==> config.mk <==
export PLATFORM = sky130hd
export DESIGN_NAME = acc_alu
export DESIGN_NICKNAME = d
export VERILOG_FILES = /design/src/rtl/acc_alu_pkg.sv /design/src/rtl/acc_alu_addsub.sv /design/src/rtl/acc_alu_dadj.sv /design/src/rtl/acc_alu_bitops.sv /design/src/rtl/acc_alu.sv
export SDC_FILE = /design/constraint.sdc
export NUM_CORES = 1
export LEC_CHECK = 0
export BUFFER_PORTS_ARGS = -buffer_cell sky130_fd_sc_hd__buf_2
export CAP_MARGIN = 25
export CORE_MARGIN = 4
export CORE_UTILIZATION = 55
export DETAILED_ROUTE_END_ITERATION = 8
export GPL_ROUTABILITY_DRIVEN = 0
export PLACE_DENSITY_LB_ADDON = 0.15
export SETUP_SLACK_MARGIN = 0.15
export SLEW_MARGIN = 20
export SYNTH_ARGS = -nofsm -noshare
export SYNTH_HDL_FRONTEND = slang
export SYNTH_HIERARCHICAL = 1
export SYNTH_SLANG_ARGS = --single-unit
==> constraint.sdc <==
create_clock -name clk_i -period 3.88 [get_ports clk_i]
set_input_delay 0.194 -clock clk_i [delete_from_list [all_inputs] [get_ports clk_i]]
set_output_delay 0.194 -clock clk_i [all_outputs]
set_load 0.02 [all_outputs]
==> src/rtl/acc_alu_pkg.sv <==
package acc_alu_pkg;
  localparam int unsigned DW   = 8;
  localparam int unsigned NIB  = DW / 2;
  localparam int unsigned OP_W = 5;

  typedef enum logic [OP_W-1:0] {
    OP_ADD  = 5'd0,  OP_ADDC = 5'd1,  OP_SUBB = 5'd2,  OP_AND  = 5'd3,
    OP_OR   = 5'd4,  OP_XOR  = 5'd5,  OP_INC  = 5'd6,  OP_DEC  = 5'd7,
    OP_CPL  = 5'd8,  OP_CLR  = 5'd9,  OP_RL   = 5'd10, OP_RR   = 5'd11,
    OP_RLC  = 5'd12, OP_RRC  = 5'd13, OP_SWAP = 5'd14, OP_XCHD = 5'd15,
    OP_DA   = 5'd16, OP_CAND = 5'd17, OP_COR  = 5'd18, OP_CCLR = 5'd19,
    OP_CSET = 5'd20, OP_CCPL = 5'd21
  } alu_op_e;

  typedef struct packed {
    logic cy;
    logic ac;
    logic ov;
  } alu_flags_t;
endpackage

==> src/rtl/acc_alu_addsub.sv <==
module acc_alu_addsub
  import acc_alu_pkg::*;
(
  input  logic [DW-1:0] a_i,
  input  logic [DW-1:0] b_i,
  input  logic          cin_i,
  input  logic          sub_i,
  output logic [DW-1:0] res_o,
  output logic          cy_o,
  output logic          ac_o,
  output logic          ov_o
);
  logic [DW:0]  full;
  logic [NIB:0] low;
  logic [DW:0]  cin_w;
  logic [NIB:0] cin_n;

  assign cin_w = {{DW{1'b0}}, cin_i};
  assign cin_n = {{NIB{1'b0}}, cin_i};

  always_comb begin
    if (sub_i) begin
      full = {1'b0, a_i} - {1'b0, b_i} - cin_w;
      low  = {1'b0, a_i[NIB-1:0]} - {1'b0, b_i[NIB-1:0]} - cin_n;
    end else begin
      full = {1'b0, a_i} + {1'b0, b_i} + cin_w;
      low  = {1'b0, a_i[NIB-1:0]} + {1'b0, b_i[NIB-1:0]} + cin_n;
    end
  end

  assign res_o = full[DW-1:0];
  assign cy_o  = full[DW];
  assign ac_o  = low[NIB];
  // sign rule: operand signs agree (add) or differ (sub), result sign flips
  assign ov_o  = ((a_i[DW-1] ^ b_i[DW-1]) == sub_i) && (res_o[DW-1] != a_i[DW-1]);
endmodule

==> src/rtl/acc_alu_dadj.sv <==
module acc_alu_dadj
  import acc_alu_pkg::*;
(
  input  logic [DW-1:0] a_i,
  input  logic          cy_i,
  input  logic          ac_i,
  output logic [DW-1:0] res_o,
  output logic          cy_o
);
  localparam logic [NIB-1:0] DIG_MAX = NIB'(9);
  localparam logic [DW:0]    FIX_LO  = (DW+1)'(6);
  localparam logic [DW:0]    FIX_HI  = FIX_LO << NIB;

  logic [DW:0] step1;
  logic [DW:0] step2;
  logic        fix_lo;
  logic        fix_hi;

  assign fix_lo = (a_i[NIB-1:0] > DIG_MAX) | ac_i;
  assign step1  = {1'b0, a_i} + (fix_lo ? FIX_LO : '0);
  assign fix_hi = (step1[DW-1:NIB] > DIG_MAX) | step1[DW] | cy_i;
  assign step2  = {1'b0, step1[DW-1:0]} + (fix_hi ? FIX_HI : '0);

  assign res_o = step2[DW-1:0];
  assign cy_o  = cy_i | step1[DW] | step2[DW];
endmodule

==> src/rtl/acc_alu_bitops.sv <==
module acc_alu_bitops
  import acc_alu_pkg::*;
(
  input  alu_op_e       op_i,
  input  logic [DW-1:0] a_i,
  input  logic [DW-1:0] b_i,
  input  logic          cy_i,
  output logic [DW-1:0] res_o,
  output logic [DW-1:0] opnd_res_o,
  output logic          cy_o
);
  always_comb begin
    res_o      = a_i;
    opnd_res_o = b_i;
    cy_o       = cy_i;
    unique case (op_i)
      OP_AND:  res_o = a_i & b_i;
      OP_OR:   res_o = a_i | b_i;
      OP_XOR:  res_o = a_i ^ b_i;
      OP_INC:  res_o = a_i + DW'(1);
      OP_DEC:  res_o = a_i - DW'(1);
      OP_CPL:  res_o = ~a_i;
      OP_CLR:  res_o = '0;
      OP_RL:   res_o = {a_i[DW-2:0], a_i[DW-1]};
      OP_RR:   res_o = {a_i[0], a_i[DW-1:1]};
      OP_RLC: begin
        res_o = {a_i[DW-2:0], cy_i};
        cy_o  = a_i[DW-1];
      end
      OP_RRC: begin
        res_o = {cy_i, a_i[DW-1:1]};
        cy_o  = a_i[0];
      end
      OP_SWAP: res_o = {a_i[NIB-1:0], a_i[DW-1:NIB]};
      OP_XCHD: begin
        res_o      = {a_i[DW-1:NIB], b_i[NIB-1:0]};
        opnd_res_o = {b_i[DW-1:NIB], a_i[NIB-1:0]};
      end
      default: ;
    endcase
  end
endmodule

==> src/rtl/acc_alu.sv <==
module acc_alu
  import acc_alu_pkg::*;
(
  input  logic            clk_i,
  input  logic            rst_ni,
  input  logic            we_i,
  input  logic [OP_W-1:0] op_i,
  input  logic [DW-1:0]   acc_i,
  input  logic [DW-1:0]   opnd_i,
  input  logic            bit_i,
  output logic [DW-1:0]   result_o,
  output logic [DW-1:0]   opnd_o,
  output logic            cy_o,
  output logic            ac_o,
  output logic            ov_o
);
  alu_op_e    op;
  alu_flags_t flg_q, flg_d;
  logic [DW-1:0] res_d, opnd_d;

  logic [DW-1:0] as_res;
  logic          as_cy, as_ac, as_ov, as_sub, as_cin;
  logic [DW-1:0] da_res;
  logic          da_cy;
  logic [DW-1:0] bo_res, bo_opnd;
  logic          bo_cy;

  assign op     = alu_op_e'(op_i);
  assign as_sub = (op == OP_SUBB);
  assign as_cin = (op == OP_ADD) ? 1'b0 : flg_q.cy;

  acc_alu_addsub u_addsub (
    .a_i(acc_i), .b_i(opnd_i), .cin_i(as_cin), .sub_i(as_sub),
    .res_o(as_res), .cy_o(as_cy), .ac_o(as_ac), .ov_o(as_ov)
  );

  acc_alu_dadj u_dadj (
    .a_i(acc_i), .cy_i(flg_q.cy), .ac_i(flg_q.ac),
    .res_o(da_res), .cy_o(da_cy)
  );

  acc_alu_bitops u_bitops (
    .op_i(op), .a_i(acc_i), .b_i(opnd_i), .cy_i(flg_q.cy),
    .res_o(bo_res), .opnd_res_o(bo_opnd), .cy_o(bo_cy)
  );

  always_comb begin
    flg_d  = flg_q;
    res_d  = bo_res;
    opnd_d = bo_opnd;
    unique case (op)
      OP_ADD, OP_ADDC, OP_SUBB: begin
        res_d = as_res;
        flg_d = '{cy: as_cy, ac: as_ac, ov: as_ov};
      end
      OP_DA: begin
        res_d    = da_res;
        flg_d.cy = da_cy;
      end
      OP_RLC, OP_RRC: flg_d.cy = bo_cy;
      OP_CAND: flg_d.cy = flg_q.cy & bit_i;
      OP_COR:  flg_d.cy = flg_q.cy | bit_i;
      OP_CCLR: flg_d.cy = 1'b0;
      OP_CSET: flg_d.cy = 1'b1;
      OP_CCPL: flg_d.cy = ~flg_q.cy;
      default: ;
    endcase
  end

  always_ff @(posedge clk_i or negedge rst_ni) begin
    if (!rst_ni) begin
      flg_q    <= '0;
      result_o <= '0;
      opnd_o   <= '0;
    end else if (we_i) begin
      flg_q    <= flg_d;
      result_o <= res_d;
      opnd_o   <= opnd_d;
    end
  end

  assign cy_o = flg_q.cy;
  assign ac_o = flg_q.ac;
  assign ov_o = flg_q.ov;
endmodule

==> metrics.txt, run 1 <==
final net count 608; Worst Hold Slack 0.271 ns; drt first pass iters 7; met3 wire len 785 microns; vias in the first global route 3636; Compound-Gate Fraction of Synth Area 28.1%; core area 0.00676 sq mm; num rows 30; 1st-iter DRT viols 379; #FFs+latches synth 19; Setup CP Type register to register; Core Util, Final 61.3%; Residual DRC 0; largest family of logic cells by synthesized area compound AO/OA/AOI/OAI gates; mapped cell area 0.00381 sq mm; startpoint types register; Cells after Synth 498; Synth Area in XOR/XNOR 5.05%; # clock sinks 19; asr flop ratio synth 100%; Avg WL per Cell 18.6 microns; Max-cap violations 0; Reg2Reg Depth 14; die area 0.00833 sq mm; final setup violation count 0; pwr dens 246 mW/mm^2; fillers 620; gr ovfl total 0; post-place instance area 0.00408 sq mm; Die Span Y 91.3 microns; hold crit path type primary input to register; vias 3913; EDFF count, synth 0; CTS tree yes; WHS Path Cells 2; final instance area 0.00414 sq mm; WL final 11300 microns; Mapped Nets 576; worst-margin pin slew 0.835 ns; layout cell share with drive strength beyond 1 17.6%; initial antenna violation count 0; DIE WIDTH 91.3 microns; GRT Total Usage 26.9%; post-place setup slack 0.213 ns; CP max FO 5; DR top layer met4; Worst setup EP type register; syn avg cell area 7.66 sq um; Bufs on Longest Clock Path 2; Top Ports 44; static leakage 1.88 nW; H-Tree Depth 1; largest net degree at the start of global routing 37; n_diodes 0; Synth Area in Simple Gates 20.1%; CTS root buffer clkbuf_8; Worst VDD drop 0.135 mV; Post-Synth Adder-Cell Area 18.6%; top_reg_cell synth dfrtp_1; RSZ-0062 raised after global routing no; Starting Density 56.4%; Critical Path AT 3.59 ns; Min Clock Period, post-route 3.47 ns; Yosys cell types 76; mux contribution to synthesized area 6.40%; clk_lat worst skew 0.26 ns; setup TNS 0 ns; IO Port Bufs 43; M1 WL 5000 microns; CTS Buf Count 3; CP Data Required Time 4.00 ns; first-pass GRT wire length 18500 microns; post-CTS setup buffers 0; Yosys warnings 6; Post-Route Skew 0.00787 ns; final slew viol count 0; Final Hold Vio Count 0; HPWL after DPL 8460 microns; fmax 288 MHz; Layout area overhead 8.66%; vias per cell 6.43; Reg clk slew, reported paths 0.08 ns; DRT antenna net count 0; register area share after synthesis 12.5%; relative slew slack 43.8%; status finished clean; DR WL met2 5230 microns; Final WS setup 0.406 ns; Final Cycle Share 89.5%
[sequential cells by signal, indices dropped and copies added (netlist names)]
signal,cells
opnd_o,8
ac_o,1
ov_o,1
cy_o,1
result_o,8
[metal layers]
| layer | vias up | GRT usage [%] |
|---|---|---|
| li1 | 1886 | - |
| met2 | 171 | 43.8 |
| met5 | - | 0 |
| met1 | 1832 | 37.0 |
| met3 | 24 | 3.56 |
| met4 | 0 | 8.04 |
[stage by stage]
stage                     power (mW)  std cells
after floorplan                0.680        498
after global routing            1.10        609
after detailed placement       0.864        604
after CTS                       1.01        609
final                           1.02        609
after global placement         0.853        604
[what timing repair did]
item / 4_1_cts / 5_1_grt
hold endpoints to repair: 19 / 0
resized for setup: 0 / 3
hold buffers: 1 / 0
setup endpoints to repair: 0 / 1
[path summary, 6_finish.rpt]
kind | from | slack, ns | endpoint
setup / recovery | ac_o | 0.41 | result_o[7]
hold / removal | opnd_i[4] | 0.27 | opnd_o[4]
setup reg to reg | ac_o | 0.41 | result_o[7]
hold reg to reg | ov_o | 0.50 | ov_o
max in group asynchronous | rst_ni | 3.18 | opnd_o[6]
min in group asynchronous | rst_ni | 0.39 | result_o[3]
[synth_stat cells, types with 3 or more instances]
cell type | n | area (sq um)
fa_1 | 6 | 120
inv_1 | 46 | 173
nor2_1 | 37 | 139
xor2_1 | 6 | 52.6
a21o_1 | 4 | 30.0
a22oi_1 | 4 | 30.0
nand3_1 | 10 | 50.1
buf_6 | 3 | 33.8
a31oi_1 | 8 | 50.1
o21ai_0 | 29 | 145
nor2b_1 | 6 | 37.5
dfrtp_1 | 19 | 475
a221oi_1 | 5 | 43.8
o21a_1 | 4 | 30.0
buf_2 | 6 | 30.0
o21bai_1 | 3 | 22.5
and3_1 | 3 | 18.8
a2bb2oi_1 | 4 | 35.0
nor3_1 | 11 | 55.1
mux2_2 | 10 | 113
nor4_1 | 6 | 37.5
nand2_1 | 39 | 146
nand4_1 | 4 | 25.0
a41oi_1 | 3 | 26.3
ha_1 | 47 | 588
a2111oi_0 | 3 | 26.3
a222oi_1 | 8 | 80.1
o211ai_1 | 4 | 30.0
and2_1 | 3 | 18.8
o31ai_1 | 3 | 22.5
or3_1 | 5 | 31.3
mux2i_1 | 12 | 120
a21oi_1 | 34 | 170
a211oi_1 | 4 | 30.0
buf_4 | 5 | 37.5
clkbuf_1 | 15 | 56.3
o22ai_1 | 6 | 37.5
nand2b_1 | 7 | 43.8
xnor2_1 | 16 | 140
[cells by family (layout without fill, tap and decap cells)]
family          after synthesis  count (layout)
flops                        19              19
buf+inv                      80             111
compound gates              152             152
simple gates                149             149
fa+ha+maj                    53              53
mux                          23              23
xor+xnor                     22              22
[area by class of cell]
class | instances | area (sq um) | area share (%)
Clock buffer | 3 | 41.3 | 0.996
Clock inverter | 1 | 5.00 | 0.121
Inverter | 47 | 176 | 4.26
Multi-Input combinational cell | 399 | 3000 | 72.4
Sequential cell | 19 | 475 | 11.5
Tap cell | 80 | 100 | 2.42
Timing Repair Buffer | 60 | 345 | 8.33
[placed cells by master, fill, tap and decap left out, types with 4 or more instances in the layout]
cell type,count
a211oi_1,4
a21o_1,4
a21oi_1,34
a221oi_1,5
a222oi_1,8
a22oi_1,4
a2bb2oi_1,4
a31oi_1,8
buf_2,43
buf_4,16
dfrtp_1,19
fa_1,5
ha_1,46
inv_1,46
mux2_2,10
mux2i_1,12
nand2_1,38
nand2b_1,7
nand3_1,10
nand4_1,4
nor2_1,37
nor2b_1,6
nor3_1,11
nor4_1,5
o211ai_1,4
o21a_1,4
o21ai_0,29
o22ai_1,6
or3_1,5
xnor2_1,16
xor2_1,6
[power by group]
| part | leakage [nW] | internal (mW) | total (mW) | switching, mW |
|---|---|---|---|---|
| clock network | 0.0255 | 0.0715 | 0.142 | 0.0701 |
| registers | 0.220 | 0.227 | 0.244 | 0.0167 |
| logic | 1.63 | 0.252 | 0.633 | 0.381 |
| total | 1.88 | 0.551 | 1.02 | 0.468 |
[critical path, cell delays in order, from the launching register on]
cell	delay (ns)
dfrtp_1	0.40
nand2b_1	0.21
ha_1	0.25
fa_2	0.39
and4_4	0.23
a221o_1	0.43
nand2_2	0.13
ha_1	0.21
ha_2	0.22
nand2_1	0.06
a2bb2oi_1	0.19
and2_1	0.17
a221oi_2	0.06
a222oi_1	0.27
a21oi_1	0.11
Power figures use the tool's default switching activity.
==> run 2: changes to the inputs <==
--- a/config.mk
+++ b/config.mk
@@ -12,6 +12,7 @@
 export DETAILED_ROUTE_END_ITERATION = 8
 export GPL_ROUTABILITY_DRIVEN = 0
 export PLACE_DENSITY_LB_ADDON = 0.15
+export RECOVER_POWER = 50
 export SETUP_SLACK_MARGIN = 0.15
 export SLEW_MARGIN = 20
 export SYNTH_ARGS = -nofsm -noshare
==> run 2 against run 1 <==
  * Count of clock-buffer cells in the layout unchanged
  * Critical path type unchanged
  * Clock skew up 0.0014 ns
  * Sequential cell count stayed put
  * Largest power group unchanged
  * Fmax decreased by 0.66%
  * First-iteration DRC count fell by 5.8%
  * Global-route usage did not move
  * Die area unchanged
  * Non-clock buffer count did not move
  * Critical path depth is the same
  * Critical endpoint unchanged
==> metrics.txt, run 2 (synthesis gave the netlist of run 1 again) <==
status finished clean; Max-cap violations 0 (unchanged); Top Registers opnd_o: 8 flops, result_o: 8 flops; Worst setup EP type register; final setup violation count 0 (unchanged); # clock sinks 19 (unchanged); setup TNS 0 ns (unchanged); Multi-input gate area 0.00300 sq mm (unchanged); Worst VDD drop 0.134 mV (-1.0%); Final Cycle Share 90.1% (+0.60 points); n_diodes 0 (unchanged); Reg clk slew, reported paths 0.08 ns (about the same); vias in the first global route 3636 (unchanged); initial antenna violation count 0 (unchanged); final slew viol count 0 (unchanged); DRT antenna net count 0 (unchanged); Worst Hold Slack 0.269 ns (-0.00174 ns); CTS Buf Count 3 (unchanged); relative slew slack 23.1% (-21 points); largest net degree at the start of global routing 37 (unchanged); startpoint types register; fmax 286 MHz (-0.66%); worst-margin pin slew 1.15 ns (+0.319 ns); Top Ports 44 (unchanged); HPWL after DPL 8460 microns (unchanged); Starting Density 56.4% (unchanged); first-pass GRT wire length 18500 microns (unchanged); Core Util, Final 61.2% (-0.13 points); 1st-iter DRT viols 357 (-5.8%); CTS root buffer clkbuf_8; vias 3948 (+0.89%); Register Area 475 sq um (unchanged); H-Tree Depth 1 (unchanged); Die Span Y 91.3 microns (unchanged); RSZ-0062 raised after global routing no; Post-Route Skew 0.00927 ns (+0.00140 ns); DIE WIDTH 91.3 microns (unchanged); num rows 30 (unchanged); core area 0.00676 sq mm (unchanged); die area 0.00833 sq mm (unchanged); layout cell share with drive strength beyond 1 16.1% (-1.5 points); Bufs on Longest Clock Path 2 (unchanged); CP Data Required Time 3.97 ns (-0.03 ns); vias per cell 6.48 (+0.89%); drt first pass iters 8 (+1); static leakage 1.86 nW (-1.0%); final net count 608 (unchanged); GRT Total Usage 26.9% (unchanged); CP max FO 5 (unchanged); Setup CP Type register to register; Layout area overhead 8.43%; most frequent cells in the layout inv_1, ha_1, nand2_1, nor2_1, buf_2; Critical Path AT 3.58 ns (about the same); post-CTS setup buffers 0 (unchanged); clk_lat worst skew 0.26 ns (about the same); Residual DRC 0 (unchanged); WL final 11300 microns (about the same); gr ovfl total 0 (unchanged); Avg WL per Cell 18.6 microns (about the same); hold crit path type primary input to register; pwr dens 246 mW/mm^2 (about the same); Min Clock Period, post-route 3.50 ns (+0.0232 ns); Final Hold Vio Count 0 (unchanged); IO Port Bufs 43 (unchanged); CTS tree yes; fillers 626 (+0.97%)
run 2: layer usage:
metal | vias up | wire length (microns) | global-route usage [%]
met5 | - | 0 | 0
met3 | 20 | 795 | 3.56
met1 | 1882 | 4990 | 37.0
met2 | 163 | 5250 | 43.8
met4 | 0 | 269 | 8.04
li1 | 1883 | - | -
run 2: final timing paths:
path | from | end | slack (ns) | cells past startpoint
hold reg to reg | ov_o | ov_o | 0.50 | 1
max in group asynchronous | rst_ni | opnd_o[6] | 2.61 | 2
setup reg to reg | ac_o | result_o[7] | 0.38 | 14
hold / removal | opnd_i[4] | opnd_o[4] | 0.27 | 2
setup / recovery | ac_o | result_o[7] | 0.38 | 14
min in group asynchronous | rst_ni | result_o[3] | 0.63 | 2
run 2: timing repair:
action,4_1_cts,5_1_grt
endpoints found under the hold margin,19,0
hold buffers,1,0
setup endpoints to repair,0,1
resized for setup,0,3
run 2: area by class of cell:
class                           instances  share of cell area, %
Clock buffer                            3                  0.998
Clock inverter                          1                  0.121
Inverter                               47                   4.27
Multi-Input combinational cell        399                   72.6
Sequential cell                        19                   11.5
Tap cell                               80                   2.42
Timing Repair Buffer                   60                   8.14
run 2: through the flow:
stage          worst slack (ns)  total power, mW  cells  instance area, sq um
6_report                  0.382             1.02    609                  4140
5_1_grt                   0.156             1.10    609                  4140
4_1_cts                   0.341             1.01    609                  4140
3_5_place_dp              0.213            0.864    604                  4080
3_3_place_gp              0.392            0.853    604                  4080
2_1_floorplan             0.583            0.680    498                  3810
run 2: power by group:
group	internal [mW]	switching [mW]
Sequential	0.228	0.0167
Clock	0.0715	0.0699
Combinational	0.250	0.382
run 2: worst max-delay path, cell delays in order (launching register included):
cell,delay (ns)
dfrtp_1,0.40
nand2b_1,0.22
ha_1,0.25
fa_2,0.39
and4_4,0.23
a221o_1,0.42
nand2_2,0.13
ha_1,0.21
ha_2,0.22
nand2_1,0.06
a2bb2oi_1,0.19
and2_1,0.17
a221oi_2,0.06
a222oi_1,0.26
a21oi_1,0.11
